## config.mk

```make
export PLATFORM = sky130hd
export DESIGN_NAME = cfg_pio_engine
export DESIGN_NICKNAME = d
export VERILOG_FILES = /design/src/rtl/cfg_pio_pkg.sv /design/src/rtl/cfg_pio_ctrl.sv /design/src/rtl/cfg_pio_dpath.sv /design/src/rtl/cfg_pio_engine.sv
export SDC_FILE = /design/constraint.sdc
export NUM_CORES = 1
export LEC_CHECK = 0
export ABC_AREA = 1
export BUFFER_PORTS_ARGS = -buffer_cell sky130_fd_sc_hd__buf_2
export CORE_MARGIN = 2
export CORE_UTILIZATION = 23
export DETAILED_ROUTE_END_ITERATION = 10
export PLACE_DENSITY = 0.46
export SETUP_SLACK_MARGIN = 0.2
export SLEW_MARGIN = 0
export SYNTH_ARGS = -nofsm -noshare
export SYNTH_HDL_FRONTEND = slang
export SYNTH_SLANG_ARGS = --single-unit
export TNS_END_PERCENT = 10
```

## constraint.sdc

```tcl
create_clock -name clk -period 2.2 [get_ports clk]
set_clock_uncertainty 0.2 [all_clocks]
set_input_delay 0 -clock clk [delete_from_list [all_inputs] [get_ports clk]]
set_output_delay 0 -clock clk [all_outputs]
set_load 0.01 [all_outputs]
```

## src/rtl/cfg_pio_pkg.sv

```systemverilog
package cfg_pio_pkg;

  typedef enum logic [1:0] {
    ST_IDLE = 2'd0,
    ST_REQ  = 2'd1,
    ST_WAIT = 2'd2
  } pioState_e;

  // strobes from control to datapath
  typedef struct packed {
    logic busy;     // a request is outstanding
    logic capture;  // completion accepted this cycle
  } pioStrobe_t;

  localparam int OFF_W = 6;
  localparam logic [OFF_W-1:0] OFF_CTRL  = 6'h00;
  localparam logic [OFF_W-1:0] OFF_STAT  = 6'h04;
  localparam logic [OFF_W-1:0] OFF_ADRLO = 6'h08;
  localparam logic [OFF_W-1:0] OFF_ADRHI = 6'h0C;
  localparam logic [OFF_W-1:0] OFF_WDAT  = 6'h10;
  localparam logic [OFF_W-1:0] OFF_STRB  = 6'h14;
  localparam logic [OFF_W-1:0] OFF_RDAT  = 6'h18;
  localparam logic [OFF_W-1:0] OFF_START = 6'h1C;
  localparam logic [OFF_W-1:0] OFF_DONE  = 6'h20;

  localparam int CODE_LSB  = 7;
  localparam int NP_BIT    = 10;
  localparam int ERR_BIT   = 11;
  localparam int BYPASS_BIT = 24;

  function automatic logic isCfgKind(input logic [3:0] kind);
    return kind[3:2] == 2'b10;
  endfunction

  function automatic logic isReadKind(input logic [3:0] kind);
    return kind[3:1] == 3'b100;
  endfunction

endpackage

```

## src/rtl/cfg_pio_ctrl.sv

```systemverilog
module cfg_pio_ctrl
  import cfg_pio_pkg::*;
(
  input  logic       clk,
  input  logic       rstN,
  input  logic       startWr,
  input  logic       reqReady,
  input  logic       cplValid,
  output logic       reqValid,
  output pioStrobe_t strobes
);

  pioState_e state, stateNext;

  always_comb begin
    stateNext = state;
    unique case (state)
      ST_IDLE: if (startWr)  stateNext = ST_REQ;
      ST_REQ:  if (reqReady) stateNext = ST_WAIT;
      ST_WAIT: if (cplValid) stateNext = ST_IDLE;
      default: stateNext = ST_IDLE;
    endcase
  end

  always_ff @(posedge clk) begin
    if (!rstN) state <= ST_IDLE;
    else       state <= stateNext;
  end

  assign reqValid        = (state == ST_REQ);
  assign strobes.busy    = (state != ST_IDLE);
  assign strobes.capture = (state == ST_WAIT) && cplValid;

  AST_REQ_HOLD: assert property (@(posedge clk) disable iff (!rstN)
    reqValid && !reqReady |=> reqValid);

  AST_LAUNCH_CAUSE: assert property (@(posedge clk) disable iff (!rstN)
    $rose(reqValid) |-> $past(startWr));

  AST_START_CLEAR: assert property (@(posedge clk) disable iff (!rstN)
    strobes.capture |=> !strobes.busy);

  AST_NO_EARLY_CPL: assert property (@(posedge clk) disable iff (!rstN)
    reqValid |-> !strobes.capture);

endmodule

```

## src/rtl/cfg_pio_dpath.sv

```systemverilog
module cfg_pio_dpath
  import cfg_pio_pkg::*;
#(
  parameter int DATA_W   = 32,
  parameter int ADDR_W   = 20,
  parameter int WIN_BASE = 'h4000,
  localparam int STRB_W  = DATA_W / 8,
  localparam int WIN_SPAN = 1 << OFF_W
) (
  input  logic                clk,
  input  logic                rstN,
  input  logic [ADDR_W-1:0]   busAddr,
  input  logic                busWrEn,
  input  logic [DATA_W-1:0]   busWrData,
  output logic [DATA_W-1:0]   busRdData,
  input  pioStrobe_t          strobes,
  output logic                startWr,
  input  logic [2:0]          cplStatus,
  input  logic                cplErr,
  input  logic [DATA_W-1:0]   cplData,
  output logic [3:0]          reqType,
  output logic [2*DATA_W-1:0] reqAddr,
  output logic [DATA_W-1:0]   reqData,
  output logic [STRB_W-1:0]   reqStrb
);

  logic [ADDR_W-1:0] relAddr;
  logic              inWin;
  logic [OFF_W-1:0]  off;
  logic              cfgWr;  // write to a request field, allowed only when idle

  assign relAddr = busAddr - ADDR_W'(WIN_BASE);
  assign inWin   = relAddr < ADDR_W'(WIN_SPAN);
  assign off     = relAddr[OFF_W-1:0];
  assign cfgWr   = busWrEn && inWin && !strobes.busy;
  assign startWr = cfgWr && (off == OFF_START) && busWrData[0];

  logic [3:0]        kindReg;
  logic              bypassReg;
  logic [DATA_W-1:0] adrLoReg, adrHiReg, wdatReg, rdatReg;
  logic [STRB_W-1:0] strbReg;
  logic [2:0]        codeReg;
  logic              errReg, npReg, doneReg;

  always_ff @(posedge clk) begin
    if (!rstN) begin
      kindReg   <= '0;
      bypassReg <= 1'b0;
      adrLoReg  <= '0;
      adrHiReg  <= '0;
      wdatReg   <= '0;
      strbReg   <= '0;
    end else if (cfgWr) begin
      unique case (off)
        OFF_CTRL: begin
          kindReg   <= busWrData[3:0];
          bypassReg <= busWrData[BYPASS_BIT];
        end
        OFF_ADRLO: adrLoReg <= busWrData;
        OFF_ADRHI: adrHiReg <= busWrData;
        OFF_WDAT:  wdatReg  <= busWrData;
        OFF_STRB:  strbReg  <= busWrData[STRB_W-1:0];
        default: ;
      endcase
    end
  end

  always_ff @(posedge clk) begin
    if (!rstN) begin
      codeReg <= '0;
      errReg  <= 1'b0;
      npReg   <= 1'b0;
      rdatReg <= '0;
    end else if (strobes.capture) begin
      codeReg <= cplStatus;
      errReg  <= cplErr;
      npReg   <= isCfgKind(kindReg);
      if (isReadKind(kindReg) && cplStatus == 3'd0 && !cplErr)
        rdatReg <= cplData;
    end
  end

  always_ff @(posedge clk) begin
    if (!rstN)
      doneReg <= 1'b0;
    else if (strobes.capture)
      doneReg <= 1'b1;
    else if (busWrEn && inWin && off == OFF_DONE && busWrData[0])
      doneReg <= 1'b0;
  end

  always_comb begin
    busRdData = '0;
    if (inWin) begin
      unique case (off)
        OFF_CTRL: begin
          busRdData[3:0]        = kindReg;
          busRdData[BYPASS_BIT] = bypassReg;
        end
        OFF_STAT: begin
          busRdData[CODE_LSB +: 3] = codeReg;
          busRdData[NP_BIT]        = npReg;
          busRdData[ERR_BIT]       = errReg;
        end
        OFF_ADRLO: busRdData = adrLoReg;
        OFF_ADRHI: busRdData = adrHiReg;
        OFF_WDAT:  busRdData = wdatReg;
        OFF_STRB:  busRdData[STRB_W-1:0] = strbReg;
        OFF_RDAT:  busRdData = rdatReg;
        OFF_START: busRdData[0] = strobes.busy;
        OFF_DONE:  busRdData[0] = doneReg;
        default: ;
      endcase
    end
  end

  assign reqType = kindReg;
  assign reqAddr = {adrHiReg, adrLoReg[DATA_W-1:2], 2'b00};
  assign reqData = wdatReg;
  assign reqStrb = strbReg;

  AST_ISR_SET: assert property (@(posedge clk) disable iff (!rstN)
    strobes.capture |=> doneReg);

  AST_ADDR_FROZEN: assert property (@(posedge clk) disable iff (!rstN)
    strobes.busy |=> $stable(reqAddr) && $stable(reqType) && $stable(reqData));

  AST_RD_KEEP: assert property (@(posedge clk) disable iff (!rstN)
    !(strobes.capture && isReadKind(kindReg) && cplStatus == 3'd0 && !cplErr)
      |=> $stable(rdatReg));

  AST_STAT_HELD: assert property (@(posedge clk) disable iff (!rstN)
    !strobes.capture |=> $stable(codeReg) && $stable(errReg));

endmodule

```

## src/rtl/cfg_pio_engine.sv

```systemverilog
module cfg_pio_engine
  import cfg_pio_pkg::*;
#(
  parameter int DATA_W   = 32,
  parameter int ADDR_W   = 20,
  parameter int WIN_BASE = 'h4000
) (
  input  logic                  clk,
  input  logic                  rstN,
  input  logic [ADDR_W-1:0]     busAddr,
  input  logic                  busWrEn,
  input  logic [DATA_W-1:0]     busWrData,
  output logic [DATA_W-1:0]     busRdData,
  output logic                  reqValid,
  input  logic                  reqReady,
  output logic [3:0]            reqType,
  output logic [2*DATA_W-1:0]   reqAddr,
  output logic [DATA_W-1:0]     reqData,
  output logic [DATA_W/8-1:0]   reqStrb,
  input  logic                  cplValid,
  input  logic [2:0]            cplStatus,
  input  logic                  cplErr,
  input  logic [DATA_W-1:0]     cplData
);

  pioStrobe_t strobes;
  logic       startWr;

  cfg_pio_ctrl u_ctrl (
    .clk      (clk),
    .rstN     (rstN),
    .startWr  (startWr),
    .reqReady (reqReady),
    .cplValid (cplValid),
    .reqValid (reqValid),
    .strobes  (strobes)
  );

  cfg_pio_dpath #(
    .DATA_W   (DATA_W),
    .ADDR_W   (ADDR_W),
    .WIN_BASE (WIN_BASE)
  ) u_dpath (
    .clk       (clk),
    .rstN      (rstN),
    .busAddr   (busAddr),
    .busWrEn   (busWrEn),
    .busWrData (busWrData),
    .busRdData (busRdData),
    .strobes   (strobes),
    .startWr   (startWr),
    .cplStatus (cplStatus),
    .cplErr    (cplErr),
    .cplData   (cplData),
    .reqType   (reqType),
    .reqAddr   (reqAddr),
    .reqData   (reqData),
    .reqStrb   (reqStrb)
  );

endmodule

```

==> impl_results.md <==
* Total GRT Usage at between 10% and 20%
* Layout cell share with drive strength beyond 1 at ~22%
* First-pass GRT wire length at around 40 mm
* Post-Syn Instances at about 1100
* Max Freq at approximately 540 MHz
* DRT Pass-1 Iters at 5
* Die Area at 32400 sq um
* Clock slew at reported path FFs at 70 ps
* Combinational fraction of design power at under 10%
* Slowest Stage Delay on Critical Path at 590 ps
* Antenna violations before repair at 2
* I/O Pins at 230
* CORE AREA at around 30000 sq um
* Unrepaired setup endpoints after global routing: false
* H-tree depth at 4
* Vias at 7421
* Worst setup EP type: register
* FF+latch count, synth at approximately 150
* Psw at roughly 0.0014 W
* Crit path depth at 6
* Post-synth top flop: dfxtp_1
* Worst r2r path cells at 6
* Via-per-instance ratio at 4.16
* CTS Buf Count at 17
* Final #Nets at about 1500
* Final wirelength at 25.7 mm
* Final Cycle Share at 83.6%
* Sequential fraction of the synthesis area at 40.7%
* Die height at 180 um
* Area Growth Syn to Fin at 39.0%
* Arr. time, crit path at around 2000 ps
* PD cells at between 600 and 700 nW/um^2
* Routed wire per std cell at 14.4 um
* Initial drt markers at about 380
* Cell area after placement at roughly 8500 sq um
* Largest net degree at the start of global routing at 67
* MaxCap Viol Count at 0
* Overflow after GRT at 0
* Util after Layout at between 30 and 40%
* Critical path origin: rstN
* Fin. max-slew vios at 0
* Root buf cell: clkbuf_16
* Post-CTS Setup Bufs at 0
* Crit start category: input pin
* Number of flops mapped to enable cells by yosys at 0
* Drt drc at 0
* Pre-CTS WS at 379 ps
* Clk sinks at ~150
* Area contributors post-synth: dfxtp_1 41%, nor2_1 15%, nand2_1 13%, inv_1 8.5%, o22ai_1 5.0%
* Worst r2r dst: u_dpath.adrHiReg[21]
* Hold Path Stages at 7
* Worst VDD drop at approximately 0.00044 V
* RR Startpoint: u_ctrl.state[1]
* Slowest stage cell, crit path: dlygate4sd3_1
* CTS tree: yes
* Design Area, Final at slightly below 10000 sq um
* Leading area contributor after synthesis: dfxtp_1
* Hold EP: u_dpath.reqStrb[3]
* Overall power at 0.00606 W
* Slew margin rel. at roughly two thirds
* Post-synth cell types at 25
* Reg2reg setup slack at roughly 400 ps
* Critical path cell sequence: dlygate4sd3_1, buf_4, buf_12, o21ai_0, dlygate4sd3_1, a21oi_1
* Most frequent cell after synthesis: nor2_1
* Outcome: completed
* Worst-margin pin slew at 513 ps
* Skew-Pair Late Insertion Delay at 420 ps
* Commonest cells in the netlist: 284 x nor2_1, 246 x nand2_1, 161 x inv_1, 145 x dfxtp_1, 57 x o22ai_1
* Critical Path Fanout Max at 66
* Final setup viols at 0
* PortBufs at around 230
* Sum of net half-perimeters after detailed placement at around 18 mm
* Crit path max-delay family: buffers and inverters
* Initial core utilization at a little under a quarter
* Antenna viol nets, final at 0
* Time the worst path needs with I/O delays and setup at 1840 ps
* Row count at between 60 and 70
* Class of the worst hold path: input pin to register
* Setup TNS at 0 ps
* Share of the synthesized area in the top cell type at about 41%
* Reg power frac at 43.3%
* Final Worst Setup Slack at ~360 ps
* P_leak at 5.04 nW
* Die Span X at 180 um
* Synthesized cell area at between 7000 and 8000 sq um
* Avg Synthesized Cell Area at between 6 and 7 sq um
* HP Start: busAddr[19]
* GP Congestion at ~0.82
* Clk network pwr share at around half
* Buf+Inv Stages, Crit Path at 4
* CP required at between 2000 and 2500 ps
* Crit Path Class: input pin to register
* Final hold violation count at 0
* Internal power at between 0.004 and 0.005 W
* Async S/R FF share, synth at 0%
* Switching Share at a little under a quarter
* Bufs on Longest Clock Path at 2
* Worst path most repeated cell: dlygate4sd3_1
* Vias in the first global route at 7211
* Yosys warning count at 0
## cell families after synthesis
group / Yosys count / share of synthesized area [%]
other cells: 1 / 0.0526
flops: 145 / 40.7
buf+inv: 254 / 15.8
compound gates: 147 / 11.3
simple gates: 566 / 32.2
## layout by cell type, fill, tap and decap left out, types with 3 or more instances in the layout
master / netlist / routed
bufinv_16: 0 / 3
nor3_1: 5 / 5
buf_12: 0 / 3
o22ai_1: 57 / 57
buf_2: 16 / 226
inv_2: 5 / 5
nand3_1: 9 / 8
nand2_1: 246 / 245
nand3_2: 3 / 4
clkbuf_16: 0 / 17
buf_4: 32 / 17
a21oi_1: 48 / 48
nor2_4: 5 / 5
nand4_4: 3 / 3
dfxtp_1: 145 / 145
nand4_1: 4 / 4
clkinv_4: 0 / 7
dlygate4sd3_1: 0 / 82
o21ai_0: 40 / 40
nor2_1: 284 / 284
inv_1: 161 / 161
## how the worst max path moves through the flow
stage | endpoint | slack, ps
floorplan | u_dpath.rdatReg[23] | 600
global placement | busRdData[4] | 370
detailed placement | busRdData[4] | 380
CTS | u_dpath.rdatReg[24] | 370
global route | busRdData[4] | 240
finish | u_dpath.codeReg[1] | 360
## layer usage
metal	routed length (um)	track usage [%]	vias up	part of all wire [%]
met5	7	0	-	0.027
met4	223	3.65	2	0.87
met3	1540	4.14	15	6.0
met2	11500	25.3	199	45
met1	12400	21.2	3321	48
li1	-	-	3884	-
## metrics by stage
stage                     instances  hold WS, ps
after detailed placement       1669         68.1
after global routing           1783          132
after global placement         1669         66.6
after floorplan                1114        -65.1
final                          1784         86.1
after CTS                      1783         68.9
## power groups by stage
stage	Sequential, W	Combinational, W	Clock (W)
6_report	0.00262	0.000350	0.00309
5_1_grt	0.00262	0.000380	0.00329
4_1_cts	0.00262	0.000350	0.00319
3_5_place_dp	0.00268	0.000239	0
3_3_place_gp	0.00268	0.000242	0
2_1_floorplan	0.00268	0.0000888	0
## state kept, by name, summed over array words and instances (netlist names)
register and count:
u_dpath.reqStrb 4, u_dpath.codeReg 3, u_dpath.adrLoReg 32, u_dpath.reqType 4, u_dpath.rdatReg 32, u_dpath.reqData 32, u_dpath.npReg 1, u_dpath.doneReg 1
u_dpath.bypassReg 1, u_dpath.errReg 1, u_dpath.adrHiReg 32, u_ctrl.state 2
## what timing repair did
item                                   4_1_cts  5_1_grt
setup endpoints to repair                    0        9
endpoints found under the hold margin      145        0
gates resized for setup                      0        1
hold buffers                                82        0
## worst reg2reg max path, delay by kind of cell (launching register included)
kind | cells | cell delay (ps)
and+or+nand+nor | 4 | 610
buffers and inverters | 2 | 540
DFF | 1 | 340
## cell type report
type | count | area [sq um]
Tap cell | 396 | 495
Fill cell | 3405 | 20700
Antenna cell | 1 | 2.50
Clock buffer | 18 | 439
Multi-Input combinational cell | 715 | 3120
Inverter | 166 | 623
Clock inverter | 14 | 181
Timing Repair Buffer | 329 | 2150
Sequential cell | 145 | 2900
Power figures use the tool's default switching activity.
